$ cat config.mk
export PLATFORM = sky130hd
export DESIGN_NAME = pairsum_unit
export DESIGN_NICKNAME = d
export VERILOG_FILES = /design/src/rtl/pairsum_pkg.sv /design/src/rtl/pairsum_decode.sv /design/src/rtl/pairsum_lanes.sv /design/src/rtl/pairsum_datapath.sv /design/src/rtl/pairsum_unit.sv
export SDC_FILE = /design/constraint.sdc
export NUM_CORES = 2
export LEC_CHECK = 0
export BUFFER_PORTS_ARGS = -buffer_cell sky130_fd_sc_hd__buf_2
export CORE_MARGIN = 2
export CORE_UTILIZATION = 45
export CTS_CLUSTER_DIAMETER = 30
export DETAILED_ROUTE_END_ITERATION = 10
export GPL_TIMING_DRIVEN = 1
export PLACE_DENSITY = 0.76
export SLEW_MARGIN = 10
export SYNTH_ARGS = -nofsm -noshare
export SYNTH_HDL_FRONTEND = slang
export SYNTH_SLANG_ARGS = --single-unit
$ cat constraint.sdc
create_clock -name clk -period 13.3 [get_ports clk]
set_input_delay 0.665 -clock clk [delete_from_list [all_inputs] [get_ports clk]]
set_output_delay 0.665 -clock clk [all_outputs]
set_load 0.05 [all_outputs]
$ cat src/rtl/pairsum_pkg.sv
package pairsum_pkg;
  localparam int INSN_W = 32;
  localparam int VEC_W  = 128;
  localparam int BASE_E = 8;
  localparam int NSIZES = 3;
  localparam logic [4:0] OPC_HI    = 5'b01110;
  localparam logic [5:0] FN_ACCUM  = 6'b011010;
  localparam logic [5:0] FN_PLAIN  = 6'b001010;

  typedef struct packed {
    logic       legal;
    logic       q;
    logic       uns;
    logic       acc;
    logic [1:0] size;
  } dec_t;
endpackage

$ cat src/rtl/pairsum_decode.sv
module pairsum_decode
  import pairsum_pkg::*;
(
  input  logic [31:10] word,
  output dec_t         dec
);
  logic form_ok;
  always_comb begin
    form_ok = (word[31] == 1'b0) && (word[28:24] == OPC_HI) &&
              (word[21] == 1'b1) && (word[20:16] == 5'b00000) &&
              ((word[15:10] == FN_ACCUM) || (word[15:10] == FN_PLAIN));
    dec.size  = word[23:22];
    dec.q     = word[30];
    dec.uns   = word[29];
    dec.acc   = (word[15:10] == FN_ACCUM);
    dec.legal = form_ok && (word[23:22] != 2'd3);
  end
endmodule

$ cat src/rtl/pairsum_lanes.sv
module pairsum_lanes #(
  parameter int DATA_W = 128,
  parameter int ELEM_W = 8
) (
  input  logic [DATA_W-1:0] src,
  input  logic [DATA_W-1:0] dst,
  input  logic              uns,
  input  logic              acc,
  output logic [DATA_W-1:0] res
);
  localparam int WIDE_W = 2 * ELEM_W;
  localparam int NLANES = DATA_W / WIDE_W;

  for (genvar i = 0; i < NLANES; i++) begin : g_lane
    logic [ELEM_W-1:0] lo, hi;
    logic [WIDE_W-1:0] ext_lo, ext_hi, addend;
    always_comb begin
      lo     = src[(2*i)*ELEM_W +: ELEM_W];
      hi     = src[(2*i+1)*ELEM_W +: ELEM_W];
      ext_lo = {{ELEM_W{~uns & lo[ELEM_W-1]}}, lo};
      ext_hi = {{ELEM_W{~uns & hi[ELEM_W-1]}}, hi};
      addend = acc ? dst[i*WIDE_W +: WIDE_W] : '0;
      res[i*WIDE_W +: WIDE_W] = ext_lo + ext_hi + addend;
    end
  end
endmodule

$ cat src/rtl/pairsum_datapath.sv
module pairsum_datapath
  import pairsum_pkg::*;
#(
  parameter int DATA_W = VEC_W,
  parameter int E0     = BASE_E,
  parameter int NS     = NSIZES
) (
  input  dec_t              dec,
  input  logic [DATA_W-1:0] src,
  input  logic [DATA_W-1:0] dst,
  output logic [DATA_W-1:0] res
);
  localparam int HALF_W = DATA_W / 2;
  logic [DATA_W-1:0] by_size [NS];

  for (genvar s = 0; s < NS; s++) begin : g_size
    pairsum_lanes #(.DATA_W(DATA_W), .ELEM_W(E0 << s)) u_lanes (
      .src(src), .dst(dst), .uns(dec.uns), .acc(dec.acc), .res(by_size[s])
    );
  end

  always_comb begin
    res = dst;
    if (dec.legal) begin
      res = '0;
      for (int s = 0; s < NS; s++)
        if (dec.size == s[1:0]) res = by_size[s];
      if (!dec.q) res[DATA_W-1:HALF_W] = '0;
    end
  end
endmodule

$ cat src/rtl/pairsum_unit.sv
module pairsum_unit
  import pairsum_pkg::*;
(
  input  logic         clk,
  input  logic         rst,
  input  logic         in_valid,
  output logic         in_ready,
  input  logic [31:0]  in_insn,
  input  logic [127:0] in_src,
  input  logic [127:0] in_dst,
  output logic         out_valid,
  input  logic         out_ready,
  output logic [127:0] out_result,
  output logic         out_illegal
);
  dec_t         dec;
  logic [127:0] res_c;
  logic         unused_fields;

  assign unused_fields = ^in_insn[9:0];
  assign in_ready = !out_valid || out_ready;

  pairsum_decode u_dec (.word(in_insn[31:10]), .dec(dec));

  pairsum_datapath #(.DATA_W(VEC_W)) u_dp (
    .dec(dec), .src(in_src), .dst(in_dst), .res(res_c)
  );

  always_ff @(posedge clk) begin
    if (rst) begin
      out_valid <= 1'b0;
    end else if (in_ready) begin
      out_valid <= in_valid;
    end
  end

  always_ff @(posedge clk) begin
    if (in_ready && in_valid) begin
      out_result  <= res_c;
      out_illegal <= !dec.legal;
    end
  end
endmodule

-- Word-level counts from Yosys, hierarchy flattened
Cells that the tools add are included.
- add/subtract/negate cells: 28
- multipliers: 0
- div/mod/pow operators: 0
- order comparisons: 0
- eq/ne operators: 6
- shifts and indexed selects: 0
- mux-type cells: 19
- bitwise logic cells: 18
- reduce and logical (&&, ||, !) cells: 12
- operator list (operator ; number):
    two-way mux 128 bit ; 4
    two-way mux 64 bit ; 3
    adder 16 bit ; 8
    adder 32 bit ; 4
    adder 64 bit ; 2
    two-way mux 16 bit ; 8
    two-way mux 32 bit ; 4
    adder 9 x 9 -> 10 bit ; 8
    adder 17 x 17 -> 18 bit ; 4
    adder 33 x 33 -> 34 bit ; 2
    AND 1 bit ; 16
    equality test 6 x 4 -> 1 bit (second input constant) ; 1
    equality test 6 x 5 -> 1 bit (second input constant) ; 1
    logical AND 1 bit ; 6
    equality test 5 x 4 -> 1 bit (second input constant) ; 1
    logical NOT 5 bit ; 1
    equality test 2 x 1 -> 1 bit (second input constant) ; 1
    equality test 2 bit (second input constant) ; 1
    logical NOT 1 bit ; 2
    logical NOT 2 bit ; 1
    logical OR 1 bit ; 2
    != test 2 bit (second input constant) ; 1
    NOT 1 bit ; 2
- bits in registers: 130
- bits in latches: 0
- bits in writable memories: 0
- memory bits (read-only): 0
- output and inout bits: 131
- memories kept: 0

-- Longest topological paths before layout
- word-level depth: 9
- gate-level depth with buffers: 35

-- Cells and area by module
Synthesis repeated with hierarchy kept, for this count alone.
- cell total of the unflattened synthesis: 5668
- area total of the unflattened synthesis: 43007.5 sq um
- by module, submodules not included (module ; instances ; cells each ; area each (sq um) ; sequential area each (sq um)):
    pairsum_lanes (u_dp.g_size[2].u_lanes) ; 1 ; 1798 ; 12041.5 ; 0.0
    pairsum_lanes (u_dp.g_size[1].u_lanes) ; 1 ; 1626 ; 11254.5 ; 0.0
    pairsum_lanes (u_dp.g_size[0].u_lanes) ; 1 ; 1495 ; 10593.9 ; 0.0
    pairsum_datapath ; 1 ; 601 ; 5084.9 ; 0.0
    pairsum_unit ; 1 ; 135 ; 3932.5 ; 3893.7
    pairsum_decode ; 1 ; 13 ; 100.1 ; 0.0

-- Worst setup path after synthesis
OpenSTA, ideal clock, no wires.
- path type: in2reg
- start point: in in_src[64]
- end point: reg out_result[127] (data pin)
- setup time: 257 ps
- arrival: 7317 ps
- slack: 5726 ps
- cell stages on the path: 32
- path buffers: 1
- cells stage by stage: ha_1 -> fa_1 -> a21o_1 -> a21oi_1 -> o21bai_1 -> a21oi_1 -> o21bai_1 -> a221o_2 -> a21oi_1 -> nor2_1 -> o41ai_1 -> o31ai_1 -> or4_1 -> nand3_1 -> and3_1 -> xnor2_1 -> ha_1 -> clkbuf_1 -> nand4_1 -> nor4_1 -> and2_0 -> a2bb2oi_1 -> or4b_1 -> and2_1 -> o31a_1 -> a211oi_1 -> o211a_1 -> a31oi_1 -> a31oi_1 -> mux2i_1 -> o211ai_1 -> a32o_1
- longest elaborated chain between the ends: 5
- RTL lines (element ; line ; RTL):
    start, declared ; pairsum_unit.sv:9 ; input logic [127:0] in_src,
    adder 33 x 33 -> 34 bit ; pairsum_lanes.sv:23 ; res[i*WIDE_W +: WIDE_W] = ext_lo + ext_hi + addend;
    adder 64 bit ; pairsum_lanes.sv:23 ;
    two-way mux 128 bit ; pairsum_datapath.sv:27 ; if (dec.size == s[1:0]) res = by_size[s];
    two-way mux 64 bit ; pairsum_datapath.sv:28 ; if (!dec.q) res[DATA_W-1:HALF_W] = '0;
    two-way mux 128 bit ; pairsum_datapath.sv:24 ; if (dec.legal) begin
    net res_c[127] ; pairsum_unit.sv:17 ; logic [127:0] res_c;
    end signal, assigned ; pairsum_unit.sv:39 ; out_result <= res_c;
    end, declared ; pairsum_unit.sv:13 ; output logic [127:0] out_result,
The timed path passes the listed nets, and every way through them passes these cells.
A chain may end at the register's enable or synchronous reset.

-- Worst setup path after layout
- start point: in in_src[96]
- end point: reg out_result[127] (data pin)
- longest elaborated chain between the ends: 6
- elaborated cells on any way between the ends: 8
- RTL lines (element ; line):
    branches (longest 3 deep; another with adder 64 bit) ; --
    two-way mux 128 bit (*) ; pairsum_datapath.sv:27
    two-way mux 64 bit (*) ; pairsum_datapath.sv:28
    two-way mux 128 bit (*) ; pairsum_datapath.sv:24
    net res_c[127] ; pairsum_unit.sv:17
Mark *: on every way through the listed nets, which the timed path passes.

==> impl_metrics.json <==
{
  "drive_above_1_share_pct": 11.1,
  "path_clk_slew_ns": 0.07,
  "cts_setup_buffers": 0,
  "wl_um": 128000,
  "vdd_drop_max_v": 0.0000990,
  "finalHoldViolCount": 0,
  "drtIter0Drc": 3996,
  "syn_avg_cell_area_um2": 7.54,
  "syn2layout_area_growth_pct": 10.5,
  "synthFlopType": "edfxtp_1",
  "io_buffers": 412,
  "synth_edf_count": 129,
  "fp-row-count": 101,
  "synth_area_leaders": "ha_1, edfxtp_1, xnor2_1, a21oi_1, o21ai_0",
  "r2r_start": "out_valid$_SDFFE_PP0N_",
  "grt_use_total_pct": 31.6,
  "cts_resized": 0,
  "path_class": "in -> reg",
  "cp.depth": 32,
  "cts_inserted_buffers": 17,
  "synth_top_area_share_pct": 20.1,
  "route.detailed.drc": 0,
  "clk_latency_ns": 0.49,
  "seqCellArea_um2": 3890,
  "start_util_pct": 45.2,
  "synthAdderAreaFrac_pct": 21.8,
  "grt_overflow_total": 0,
  "power.density_nw_per_um2": 68.1,
  "min_path_type": "in -> reg",
  "cpMaxStageDelayCell": "o41ai_1",
  "path_delay_family": "compound AO/OA/AOI/OAI gates",
  "max_freq_mhz": 115,
  "postCtsHoldBufs": 0,
  "synth_most_common_cell": "ha_1",
  "clk_path_buf_depth": 2,
  "grt_pass1_wl_um": 192000,
  "cp_max_fo": 7,
  "cts_root_buffer": "clkbuf_16",
  "cp-end-kind": "flip-flop",
  "vias": 36400,
  "die_h_um": 280,
  "vias_per_cell": 6.20,
  "synthTopCellsByCount": "ha_1, a21oi_1, nand2_1",
  "synth_mux_area_share_pct": 0.971,
  "maxCapViolations": 0,
  "cts.sinks": 130,
  "synth_top_family_by_area": "compound AO/OA/AOI/OAI gates",
  "antenna_left": 0,
  "outcome": "finished, final reports clean",
  "hold_path_end": "out_valid$_SDFFE_PP0N_",
  "dpl-instance-area_um2": 37100,
  "fin_area_um2": 37800,
  "syn-num-nets": 5400,
  "synth.largest_area_cell": "ha_1",
  "synth_warnings": 0,
  "setup_viol": 0,
  "period_minus_slack_ns": 8.67,
  "crit_path_max_incr_delay_ns": 0.73,
  "reg2reg_depth": 3,
  "r2r-end": "out_result[16]$_DFFE_PP_",
  "multi_input_area_um2": 28700,
  "synth_compound_area_share_pct": 30.6,
  "antenna_found_initial": 25,
  "grt_pass1_vias": 33400,
  "ys_seq_elements": 130,
  "worst-path-buf-inv": 1,
  "rsz0062_at_grt": "no",
  "worstHoldStart": "rst",
  "num_io_pins": 423,
  "drv_slew": 0,
  "dieArea_um2": 78100,
  "htree_levels": 4,
  "startpoint_type": "primary input",
  "relSlewSlack_pct": 14.8,
  "nNetsFinal": 5726,
  "routedWlPerCell_um": 21.9,
  "synth-async-reset-ratio_pct": 0,
  "ys_types": 114,
  "min_period_over_period_pct": 65.2,
  "synthesis.area_um2": 34200,
  "nFillCells": 7388,
  "crit_top_cell": "a21oi_1",
  "p_total_w": 0.00257,
  "globalplace.congestion": 0.997,
  "tns_ns": 0,
  "grt_max_degree": 72,
  "worstMarginPinSlew_ns": 1.26,
  "dr.pass1.iters": 6,
  "hold-path-cell-count": 2,
  "synth_xor_area_share_pct": 12.6,
  "syn_inst": 4530,
  "core-area_um2": 75600,
  "cp.arrival_ns": 8.92,
  "leakagePower_nw": 18.3,
  "cp.required_ns": 13.55,
  "r2r_slack_ns": 11.27,
  "fin_worst_skew_ns": 0.0156,
  "synth_simple_gate_area_share_pct": 17.9,
  "die_x_um": 280,
  "yosysSeqAreaShare_pct": 11.4,
  "timing.hold.ws_ns": 0.331,
  "dpl.hpwl_um": 103000,
  "cts_tree": "done"
}
## stage by stage
step | utilization, % | setup WS (ns) | std cells
2_1_floorplan | - | 5.73 | 4530
3_3_place_gp | 49.1 | 4.38 | 5815
3_5_place_dp | 49.1 | 4.37 | 5815
4_1_cts | 49.9 | 4.85 | 5847
5_1_grt | 50.0 | 4.22 | 5858
6_report | 50.0 | 4.63 | 5862
## cell type report
class / instances / share of cell area [%]
antenna: 15 / 0.0994
sequential: 130 / 10.3
clock inverter: 11 / 0.427
inverter: 280 / 2.79
multi-input combinational: 3987 / 75.9
tap: 978 / 3.24
timing repair buffer: 440 / 6.03
clock buffer: 21 / 1.19
## worst reg2reg max path, stage by stage (launching register included)
cell	delay [ns]
dfxtp_1	0.30
nand2b_1	0.10
and2_4	0.50
buf_4	0.68
## power by group
group	internal [W]	switching (W)	total [W]
clock	0.000317	0.000224	0.000540
sequential	0.000480	0.00000995	0.000490
combinational	0.000585	0.000958	0.00154
total	0.00138	0.00119	0.00257
## metal layers
metal,global-route usage [%],up-vias,part of all wire (%)
met2,47.9,1829,42
li1,-,17400,-
met4,12.8,20,3.9
met3,7.11,293,11
met1,43.3,16800,43
met5,0,-,0.096
## cells by family after synthesis
family	count (synthesis)
AOI/OAI and AO/OA	1631
and+or+nand+nor	1265
adders and majority gates	579
xor gates and xnor gates	480
buffers and inverters	413
DFF	130
muxes	32
## sequential cells by signal, summed over array words and instances (netlist names)
signal and count:
out_valid 1, out_result 128, out_illegal 1
## how the worst max path moves through the flow
stage / from / to / slack [ns]
floorplan: in_src[64] / out_result[127]$_DFFE_PP_ / 5.73
global placement: in_src[96] / out_result[127]$_DFFE_PP_ / 4.38
detailed placement: in_src[96] / out_result[127]$_DFFE_PP_ / 4.37
CTS: in_src[96] / out_result[127]$_DFFE_PP_ / 4.85
global route: in_src[64] / out_result[127]$_DFFE_PP_ / 4.22
finish: in_src[96] / out_result[127]$_DFFE_PP_ / 4.63
## cells in the final DEF (no fill, tap or decap), types with 31 or more instances in the layout
| master | count |
|---|---|
| and2_1 | 105 |
| edfxtp_1 | 129 |
| nand2b_1 | 45 |
| xor2_1 | 123 |
| ha_1 | 550 |
| a211oi_1 | 32 |
| a21boi_0 | 33 |
| a21oi_1 | 504 |
| or3_1 | 31 |
| a21o_1 | 199 |
| nand3_1 | 106 |
| a31oi_1 | 35 |
| nor2_1 | 316 |
| inv_1 | 276 |
| xnor2_1 | 351 |
| buf_2 | 410 |
| o31ai_1 | 34 |
| nand2_1 | 358 |
| nor2b_1 | 65 |
| nor3_1 | 87 |
| o21bai_1 | 104 |
| o221ai_1 | 31 |
| o21ai_0 | 310 |
| o21a_1 | 67 |
Note: power is estimated with default switching activity, not from simulation.
